`src/rtl/fdiv_pkg.sv`:
```
package fdiv_pkg;

    // Segment states; the encoding doubles as the prescaler modulus code.
    typedef enum logic [1:0] {
        SEG_64 = 2'b00,
        SEG_65 = 2'b01,
        SEG_68 = 2'b10,
        SEG_73 = 2'b11
    } seg_e;

    localparam logic [1:0] SET_64_65       = 2'b01;
    localparam logic [1:0] SET_64_65_68    = 2'b10;
    localparam logic [1:0] SET_64_65_68_73 = 2'b11;
    localparam logic [1:0] SET_64_65_73    = 2'b00;

    function automatic logic set_has_73(input logic [1:0] s);
        return (s == SET_64_65_68_73) || (s == SET_64_65_73);
    endfunction

    function automatic logic set_has_68(input logic [1:0] s);
        return (s == SET_64_65_68) || (s == SET_64_65_68_73);
    endfunction

endpackage

```
`src/rtl/fdiv_accum.sv`:
```
module fdiv_accum #(
    parameter int NF_W    = 3,
    parameter int Q_SMALL = 5,
    parameter int Q_LARGE = 8
) (
    input  logic            clk,
    input  logic            rst,
    input  logic            step,
    input  logic [NF_W-1:0] frac_num,
    input  logic            frac_den8,
    output logic            carry
);
    localparam int ACC_W = $clog2(Q_LARGE);
    localparam int SUM_W = ((NF_W > ACC_W) ? NF_W : ACC_W) + 1;
    localparam logic [SUM_W-1:0] QS = SUM_W'(Q_SMALL);
    localparam logic [SUM_W-1:0] QL = SUM_W'(Q_LARGE);

    logic [ACC_W-1:0] acc_q;
    logic [SUM_W-1:0] q_val, acc_ext, acc_fold, nf_ext, nf_eff, sum, wrapped;

    always_comb begin
        q_val    = frac_den8 ? QL : QS;
        acc_ext  = SUM_W'(acc_q);
        // a value left over from the larger denominator is folded once
        acc_fold = (acc_ext >= q_val) ? acc_ext - q_val : acc_ext;
        nf_ext   = SUM_W'(frac_num);
        nf_eff   = (nf_ext >= q_val) ? q_val - SUM_W'(1) : nf_ext;
        sum      = acc_fold + nf_eff;
        carry    = (sum >= q_val);
        wrapped  = carry ? sum - q_val : sum;
    end

    always_ff @(posedge clk) begin
        if (rst) begin
            acc_q <= '0;
        end else if (step) begin
            acc_q <= ACC_W'(wrapped);
        end
    end
endmodule

```
`src/rtl/fdiv_plan.sv`:
```
module fdiv_plan
    import fdiv_pkg::*;
#(
    parameter int NM64_W = 12,
    parameter int NM65_W = 8,
    parameter int NM68_W = 4,
    parameter int NM73_W = 4,
    parameter int CNT_W  = 13
) (
    input  logic [NM64_W-1:0] len64_m2,
    input  logic [NM65_W-1:0] len65,
    input  logic [NM68_W-1:0] len68_m1,
    input  logic [NM73_W-1:0] len73_m1,
    input  logic [1:0]        mod_set,
    input  logic              carry,
    output logic [CNT_W-1:0]  seg73_len,
    output logic [CNT_W-1:0]  seg68_len,
    output logic [CNT_W-1:0]  seg65_len,
    output logic [CNT_W-1:0]  seg64_len,
    output seg_e              first_seg,
    output logic [CNT_W-1:0]  first_len
);
    always_comb begin
        seg73_len = set_has_73(mod_set) ? CNT_W'(len73_m1) + CNT_W'(1) : '0;
        seg68_len = set_has_68(mod_set) ? CNT_W'(len68_m1) + CNT_W'(1) : '0;
        // a long period trades one 64 cycle for a 65 cycle
        seg65_len = CNT_W'(len65) + CNT_W'(carry);
        seg64_len = CNT_W'(len64_m2) + CNT_W'(2) - CNT_W'(carry);

        if (seg73_len != '0) begin
            first_seg = SEG_73;
            first_len = seg73_len;
        end else if (seg68_len != '0) begin
            first_seg = SEG_68;
            first_len = seg68_len;
        end else if (seg65_len != '0) begin
            first_seg = SEG_65;
            first_len = seg65_len;
        end else begin
            first_seg = SEG_64;
            first_len = seg64_len;
        end
    end
endmodule

```
`src/rtl/fdiv_seq.sv`:
```
module fdiv_seq
    import fdiv_pkg::*;
#(
    parameter int CNT_W = 13
) (
    input  logic             clk,
    input  logic             rst,
    input  logic [CNT_W-1:0] plan68,
    input  logic [CNT_W-1:0] plan65,
    input  logic [CNT_W-1:0] plan64,
    input  seg_e             plan_first,
    input  logic [CNT_W-1:0] plan_first_len,
    output logic [1:0]       mod_code,
    output logic             period_end
);
    seg_e             state_q, state_d;
    logic [CNT_W-1:0] cnt_q, cnt_d;
    logic [CNT_W-1:0] k68_q, k68_d, k65_q, k65_d, k64_q, k64_d;
    logic             at_last;

    assign at_last = (cnt_q == CNT_W'(1));

    // next-state logic
    always_comb begin
        state_d = state_q;
        cnt_d   = cnt_q - CNT_W'(1);
        k68_d   = k68_q;
        k65_d   = k65_q;
        k64_d   = k64_q;
        unique case (state_q)
            SEG_73: if (at_last) begin
                if (k68_q != '0) begin
                    state_d = SEG_68;
                    cnt_d   = k68_q;
                end else if (k65_q != '0) begin
                    state_d = SEG_65;
                    cnt_d   = k65_q;
                end else begin
                    state_d = SEG_64;
                    cnt_d   = k64_q;
                end
            end
            SEG_68: if (at_last) begin
                if (k65_q != '0) begin
                    state_d = SEG_65;
                    cnt_d   = k65_q;
                end else begin
                    state_d = SEG_64;
                    cnt_d   = k64_q;
                end
            end
            SEG_65: if (at_last) begin
                state_d = SEG_64;
                cnt_d   = k64_q;
            end
            SEG_64: if (at_last) begin
                state_d = plan_first;
                cnt_d   = plan_first_len;
                k68_d   = plan68;
                k65_d   = plan65;
                k64_d   = plan64;
            end
        endcase
    end

    // state register
    always_ff @(posedge clk) begin
        if (rst) begin
            state_q <= plan_first;
            cnt_q   <= plan_first_len;
            k68_q   <= plan68;
            k65_q   <= plan65;
            k64_q   <= plan64;
        end else begin
            state_q <= state_d;
            cnt_q   <= cnt_d;
            k68_q   <= k68_d;
            k65_q   <= k65_d;
            k64_q   <= k64_d;
        end
    end

    // outputs
    always_comb begin
        unique case (state_q)
            SEG_73:  mod_code = 2'b11;
            SEG_68:  mod_code = 2'b10;
            SEG_65:  mod_code = 2'b01;
            default: mod_code = 2'b00;
        endcase
        period_end = (state_q == SEG_64) && at_last;
    end
endmodule

```
`src/rtl/frac_fb_divider.sv`:
```
module frac_fb_divider
    import fdiv_pkg::*;
#(
    parameter int NM64_W  = 12,
    parameter int NM65_W  = 8,
    parameter int NM68_W  = 4,
    parameter int NM73_W  = 4,
    parameter int NF_W    = 3,
    parameter int Q_SMALL = 5,
    parameter int Q_LARGE = 8
) (
    input  logic              clk,
    input  logic              rst,
    input  logic [NM64_W-1:0] len64_m2,
    input  logic [NM65_W-1:0] len65,
    input  logic [NM68_W-1:0] len68_m1,
    input  logic [NM73_W-1:0] len73_m1,
    input  logic [1:0]        mod_set,
    input  logic [NF_W-1:0]   frac_num,
    input  logic              frac_den8,
    output logic [1:0]        mod_sel,
    output logic              cmp_pulse
);
    localparam int W_A   = (NM64_W > NM65_W) ? NM64_W : NM65_W;
    localparam int W_B   = (NM68_W > NM73_W) ? NM68_W : NM73_W;
    localparam int CNT_W = ((W_A > W_B) ? W_A : W_B) + 1;

    logic             acc_carry, plan_carry;
    logic [CNT_W-1:0] s73, s68, s65, s64, f_len;
    seg_e             f_seg;

    fdiv_accum #(
        .NF_W(NF_W), .Q_SMALL(Q_SMALL), .Q_LARGE(Q_LARGE)
    ) u_accum (
        .clk(clk), .rst(rst), .step(cmp_pulse),
        .frac_num(frac_num), .frac_den8(frac_den8), .carry(acc_carry)
    );

    // the period set up during reset is never long
    assign plan_carry = acc_carry & ~rst;

    fdiv_plan #(
        .NM64_W(NM64_W), .NM65_W(NM65_W), .NM68_W(NM68_W),
        .NM73_W(NM73_W), .CNT_W(CNT_W)
    ) u_plan (
        .len64_m2(len64_m2), .len65(len65), .len68_m1(len68_m1),
        .len73_m1(len73_m1), .mod_set(mod_set), .carry(plan_carry),
        .seg73_len(s73), .seg68_len(s68), .seg65_len(s65), .seg64_len(s64),
        .first_seg(f_seg), .first_len(f_len)
    );

    fdiv_seq #(.CNT_W(CNT_W)) u_seq (
        .clk(clk), .rst(rst),
        .plan68(s68), .plan65(s65), .plan64(s64),
        .plan_first(f_seg), .plan_first_len(f_len),
        .mod_code(mod_sel), .period_end(cmp_pulse)
    );

    // s73 is consumed only through first_len
    logic unused_s73;
    assign unused_s73 = ^s73;
endmodule

```
`config.mk`:
```
export PLATFORM = sky130hd
export DESIGN_NAME = frac_fb_divider
export DESIGN_NICKNAME = d
export VERILOG_FILES = /design/src/rtl/fdiv_pkg.sv /design/src/rtl/fdiv_accum.sv /design/src/rtl/fdiv_plan.sv /design/src/rtl/fdiv_seq.sv /design/src/rtl/frac_fb_divider.sv
export SDC_FILE = /design/constraint.sdc
export NUM_CORES = 1
export LEC_CHECK = 0
export BUFFER_PORTS_ARGS = -buffer_cell sky130_fd_sc_hd__buf_2
export CAP_MARGIN = 20
export CORE_MARGIN = 1.5
export CORE_UTILIZATION = 40
export CTS_CLUSTER_SIZE = 10
export DETAILED_ROUTE_END_ITERATION = 12
export GPL_TIMING_DRIVEN = 0
export PLACE_DENSITY = 0.61
export SLEW_MARGIN = 20
export SYNTH_ARGS = -nofsm -noshare
export SYNTH_HDL_FRONTEND = slang
export SYNTH_SLANG_ARGS = --single-unit
export TNS_END_PERCENT = 1
```
`constraint.sdc`:
```
create_clock -name clk -period 8.25 [get_ports clk]
set_clock_uncertainty 0.15 [all_clocks]
set_input_delay 1.65 -clock clk [delete_from_list [all_inputs] [get_ports clk]]
set_output_delay 1.65 -clock clk [all_outputs]
set_load 0.05 [all_outputs]
```
After elaboration in Yosys (flattened, before gate mapping). Cells that the tools add are included.

$lt $le $gt $ge: 3. Add/subtract/negate cells: 10. Reduce and logical (&&, ||, !) cells: 14. Eq/ne operators: 10. Muxes and demuxes: 38. Bitwise operators: 2.

Operators with widths (count): 13-bit two-way mux (21); 13-bit nonzero test (5); 13-bit one-hot mux with 4 select lines (1); 2-bit two-way mux (8); 12-bit by 2-bit adder with 13-bit output (second input constant) (1); 13-bit by 1-bit == test with 1-bit output (second input constant) (1); 13-bit by 1-bit subtractor with 13-bit output (1); 13-bit by 1-bit subtractor with 13-bit output (second input constant) (1); 4-bit two-way mux (3); 3-bit by 2-bit != test with 1-bit output (second input constant) (4); 4-bit by 1-bit adder with 5-bit output (second input constant) (2); 8-bit by 1-bit adder with 9-bit output (1); 2-bit == test (second input constant) (4); 3-bit by 4-bit greater-or-equal comparator with 1-bit output (2); 2-bit one-hot mux with 4 select lines (1); 2-bit one-hot mux with 3 select lines (1); 4-bit adder (1); 4-bit greater-or-equal comparator (1); 2-bit logical NOT (2); 4-bit AND reduction (1); 2-bit nonzero test (2); 3-bit by 4-bit subtractor with 4-bit output (1); 4-bit by 1-bit subtractor with 4-bit output (second input constant) (1); 3-bit two-way mux (1); 8 further kinds (10).

Output and inout port bits: 3. Input port bits: 36. Bits in registers: 57.

Depth between registers and ports, before layout.
Word-level depth: 14. Mapped depth: 26. Gate-level depth less buffers: 26.

Modules after synthesis. From an unflattened synthesis, not the netlist that was laid out.

Cells, all modules: 493. Area, all modules: 4634.4 µm².

By module, submodules not included: fdiv_seq (area an instance 2662.6 µm², cells an instance 225, sequential area each 1491.4 µm², instances 1); fdiv_plan (area an instance 1366.3 µm², cells an instance 196, sequential area each 0.0 µm², instances 1); fdiv_accum (area an instance 591.8 µm², cells an instance 71, sequential area each 60.1 µm², instances 1); frac_fb_divider (area an instance 13.8 µm², cells an instance 1, sequential area each 0.0 µm², instances 1).

Least setup slack after synthesis. Ideal clock, no wire load.

Kind: input to register. From: input frac_den8. To: register u_seq.state_q[0], data pin. Data required time: 7.838 ns. Stages: 23. Setup time: 0.262 ns. Setup slack: 1.904 ns. Arrival time: 5.934 ns. Cell sequence: inv_1 -> ha_1 -> ha_1 -> o21ai_0 -> a22o_1 -> a21oi_1 -> ha_1 -> inv_1 -> fa_1 -> ha_1 -> a21bo_2 -> a21o_1 -> a21oi_1 -> nor2_1 -> ha_1 -> ha_1 -> nand3_1 -> xnor2_1 -> a2111o_1 -> nor4_4 -> buf_6 -> o21a_1 -> o32ai_1.

Word-level cells in the longest chain between the ends: 14. Elaborated cells between the ends (all ways): 18. Those cells by class: add/sub (4); order compare (3); mux (9); bitwise (1); reduce/logical (1).

Ends and longest elaborated chain: start: declaration (line frac_fb_divider.sv:20) `input logic frac_den8,`; 4-bit two-way mux * (line fdiv_accum.sv:22) `q_val = frac_den8 ? QL : QS;`; 3-bit by 4-bit subtractor with 4-bit output, or another cell as far along (line fdiv_accum.sv:25) `acc_fold = (acc_ext >= q_val) ? acc_ext - q_val : acc_ext;`; 4-bit two-way mux (on tied branches) (line fdiv_accum.sv:25, fdiv_accum.sv:27); 4-bit adder (line fdiv_accum.sv:28) `sum = acc_fold + nf_eff;`; 4-bit greater-or-equal comparator * (line fdiv_accum.sv:29) `carry = (sum >= q_val);`; 1-bit AND * (line frac_fb_divider.sv:40) `assign plan_carry = acc_carry & ~rst;`; 8-bit by 1-bit adder with 9-bit output * (line fdiv_plan.sv:27) `seg65_len = CNT_W'(len65) + CNT_W'(carry);`; named net s65[4] (line frac_fb_divider.sv:29) `logic [CNT_W-1:0] s73, s68, s65, s64, f_len;`; 13-bit nonzero test * (line fdiv_plan.sv:36) `end else if (seg65_len != '0) begin`; 1-bit two-way mux * (line fdiv_plan.sv:36); 2-bit two-way mux * (line fdiv_plan.sv:33) `end else if (seg68_len != '0) begin`; 2-bit two-way mux * (line fdiv_plan.sv:30) `if (seg73_len != '0) begin`; 2-bit two-way mux (line fdiv_seq.sv:56) `SEG_64: if (at_last) begin`; 2-bit one-hot mux with 4 select lines (line fdiv_seq.sv:30) `unique case (state_q)`; 2-bit two-way mux * (line fdiv_seq.sv:68) `if (rst) begin`; end signal: assignment (line fdiv_seq.sv:69) `state_q <= plan_first;`; end signal: assignment (line fdiv_seq.sv:75) `state_q <= state_d;`; end: declaration (line fdiv_seq.sv:16) `seg_e state_q, state_d;`.

Mark *: on every way through the listed nets, which the timed path passes. The rest lies on a longest branch. The select of a mux whose other input is x is not followed. A chain may end at the register's enable or synchronous reset.

Final worst setup path. Ends and elaborated chain as after synthesis.

==> reports/qor.yml <==
route:
  drcViolationCount: 0
  dr_total_vias: 3828
  drt_iter0_drc: 371
  wire_per_inst_um: 16.7
  drt.antenna.violating_nets: 0
  via_per_inst: 5.93
  dr.pass1.iters: 6
  routed_wl_um: 10800
sta:
  slew_violations: 0
  relSlewSlack: 0.459
  finalCriticalPeriod_ns: 6.87
  timing.fmax_mhz: 146
  finalHoldViolCount: 0
  rsz0062_at_grt: "false"
  tns_ns: 0
  finalSetupViolCount: 0
  post-route-period-util: 0.832
  worst_pin_slew_ns: 0.809
floorplan:
  rows: 36
  fp.dieW_um: 103
  design.core.area_mm2: 0.00977
  start_util: 0.411
  die_area_mm2: 0.0107
  ios: 39
  die_h_um: 103
clocking:
  path_clk_slew_ns: 0.09
  cts_root_buffer: "clkbuf_8"
  htreeDepth: 2
  cts_hold_buffers: 0
  cts.sinks: 45
  clock_latency_ns: 0.31
  post_cts_buffers: 0
  cts.path.max_buffers: 2
  cts_buffers: 5
  cts_resized: 0
  cts_tree: "yes"
power:
  peakVddDrop_mv: 0.0805
  power.internal_mw: 0.442
  combPwrFrac: 0.358
  clkPwrFrac: 0.215
  p_seq_frac: 0.428
  p_sw_mw: 0.266
  swShare: 0.375
  p_per_area_mw_per_mm2: 157
  power.leakage_nw: 1.85
hold_path:
  hp-class: "flip-flop to flip-flop"
synth:
  ys.warnings.count: 0
  ys_ff_latch: 45
  synthSimpleGateAreaFrac: 0.204
  synth_cells: 465
  yosys.area_share.xor_xnor: 0.0650
  synth_compound_area_frac: 0.246
  postSynthAreaPerCell_um2: 8.65
  yosysUniqueCellTypes: 77
  synth_flop_cell: "edfxtp_1"
  yosysSeqAreaShare: 0.296
  yosys.area.top_type_share: 0.217
  synthAdderAreaFrac: 0.114
  synth_top_family_by_area: "compound AO/OA/AOI/OAI gates"
  synth-async-reset-ratio: 0
  synth_edf_count: 29
  muxShareOfSynthArea: 0.0190
  synth_top_area_cell: "edfxtp_1"
  synth_fp_nets: 537
  synth_area_leaders: "edfxtp_1 22%, ha_1 11%, dfxtp_1 8.0%"
  synth_area_mm2: 0.00402
setup_path:
  crit_family: "compound AO/OA/AOI/OAI gates"
  crit_slowest_cell: "fa_1"
  cp_max_fo: 10
  worst-endpoint-required_ns: 8.15
  crit_top_cell: "ha_1"
  worstPathArrival_ns: 6.77
  setup.worst_path.class: "primary input to flip-flop"
  max_stage_delay_ns: 0.53
  worstSetupStartpointType: "primary input"
  critical_path_buf_inv_count: 4
  path_cells: "buf_2, inv_1, ha_1, ha_1, o21ai_0, a22o_1, a21oi_1, ha_1, inv_1, fa_1, ha_1, a21bo_2, a21o_1, a21oi_1, nor2_1, ha_1, ha_1, nand3_1, xnor2_1, a2111o_1, nor4_4, buf_6, o21a_1, o32ai_1"
  cp-end-kind: "flip-flop"
flow_run:
  drv_cap: 0
global_route:
  grt_first_pass_wirelength_um: 17500
  grt_overflow: 0
  antenna_found_initial: 0
  grt_pass1_vias: 3564
  grt_max_degree: 21
  grt_usage: 0.212
placed_design:
  hpwl_um: 8380
  dpl-instance-area_mm2: 0.00439
  portBuffers: 38
  gp_congestion: 0.876
  dp.cells: 637
final_layout:
  utilization: 0.460
  syn_to_final_growth_pct: 11.7
  num-nets-final: 583
  final_area_mm2: 0.00449
  fillers: 978
  n_antenna_cell: 0
  drive_gt1_frac: 0.148
  fin_cells: 645
  multiInputGateArea_mm2: 0.00261
  seq_area_mm2: 0.00119
run_status:
  status: "completed"
cell usage in the layout, fill, tap and decap left out, drive strengths merged, types with 4 or more instances in the layout:
cell type / instances
clkbuf: 17
a32oi: 4
a211oi: 12
nand4: 4
dfxtp: 16
nand3: 21
o21a: 6
a21o: 7
mux2i: 5
edfxtp: 29
a31oi: 11
buf: 44
nor3: 9
ha: 35
and3: 9
xnor2: 18
inv: 40
nand2b: 4
xor2: 11
nor2: 46
nand2: 29
a21oi: 34
nor4: 6
o21ai: 29
synthesized netlist by cell type, types with 4 or more instances:
cell      number
nand2b_1       4
mux2i_1        5
a21oi_1       34
edfxtp_1      29
xnor2_1       18
xor2_1        10
inv_1         39
dfxtp_1       16
a31oi_1       10
nor4_1         4
and3_1         8
clkbuf_1      10
o21a_1         6
nand2_1       29
a211oi_1      12
a21o_1         7
nand3_1       18
nor3_1         8
a32oi_1        4
nor2_1        46
o21ai_0       25
ha_1          35
registers in the layout (all words and copies together), names as in the netlist:
| register | flops |
|---|---|
| u_accum.acc_q | 3 |
| u_seq.k68_q | 5 |
| u_seq.k64_q | 13 |
| u_seq.k65_q | 9 |
| u_seq.state_q | 2 |
| u_seq.cnt_q | 13 |
metal layers:
metal  up-vias  part of all wire  GRT usage
met2       139              0.46      0.350
met3        14             0.071     0.0410
met5         -                 0          0
met4         0             0.014     0.0593
li1       1834                 -          -
met1      1841              0.46      0.286
logic make-up (layout without fill, tap and decap cells):
group,after synthesis,count (layout)
simple gates,149,149
mux,7,7
xor+xnor,29,29
compound gates,144,144
flops,45,45
buf+inv,55,102
fa+ha+maj,36,36
power groups by stage:
stage          logic (mW)  registers [mW]  clock network (mW)
2_1_floorplan       0.182           0.298                   0
3_3_place_gp        0.241           0.306                   0
3_5_place_dp        0.248           0.307                   0
4_1_cts             0.249           0.302               0.154
5_1_grt             0.280           0.306               0.161
6_report            0.253           0.303               0.152
final timing paths:
path         slack, ns                to              from  depth (start not counted)
max               1.38  u_seq.state_q[0]         frac_den8                         24
min               0.39  u_accum.acc_q[2]  u_accum.acc_q[2]                          2
max reg2reg       2.66  u_seq.state_q[0]  u_accum.acc_q[0]                         24
min reg2reg       0.39  u_accum.acc_q[2]  u_accum.acc_q[2]                          2
stage by stage:
step | hold slack [ns] | power [mW] | worst slack (ns)
after floorplan | 0.334 | 0.481 | 1.90
after global placement | 0.380 | 0.547 | 1.09
after detailed placement | 0.385 | 0.555 | 0.999
after CTS | 0.397 | 0.705 | 1.32
after global routing | 0.447 | 0.747 | 0.928
final | 0.394 | 0.708 | 1.38
worst reg2reg max path, cell delays in order (launching register included):
cell and delay, ns:
dfxtp_1 0.37, inv_1 0.05, ha_1 0.19, ha_1 0.21, o21ai_0 0.08, a22o_1 0.27, nor2_1 0.06, a21oi_1 0.12
ha_1 0.18, inv_1 0.05, fa_1 0.53, ha_1 0.19, a21bo_2 0.22, a21o_1 0.16, a21oi_1 0.39, nor2_1 0.21
ha_1 0.27, ha_1 0.21, nand3_1 0.10, xnor2_1 0.10, a2111o_1 0.36, nor4_4 0.35, buf_6 0.22, o21a_1 0.15
o32ai_1 0.11
final cells by class:
cell class	instances	area share
clock buffers	6	0.0184
repair buffers	39	0.0457
well taps	133	0.0370
multi-input cells	365	0.580
plain buffers	16	0.0175
inverters	39	0.0326
clock inverters	2	0.00390
flip-flops and latches	45	0.265
No activity file was read; power rests on OpenSTA's default activity.
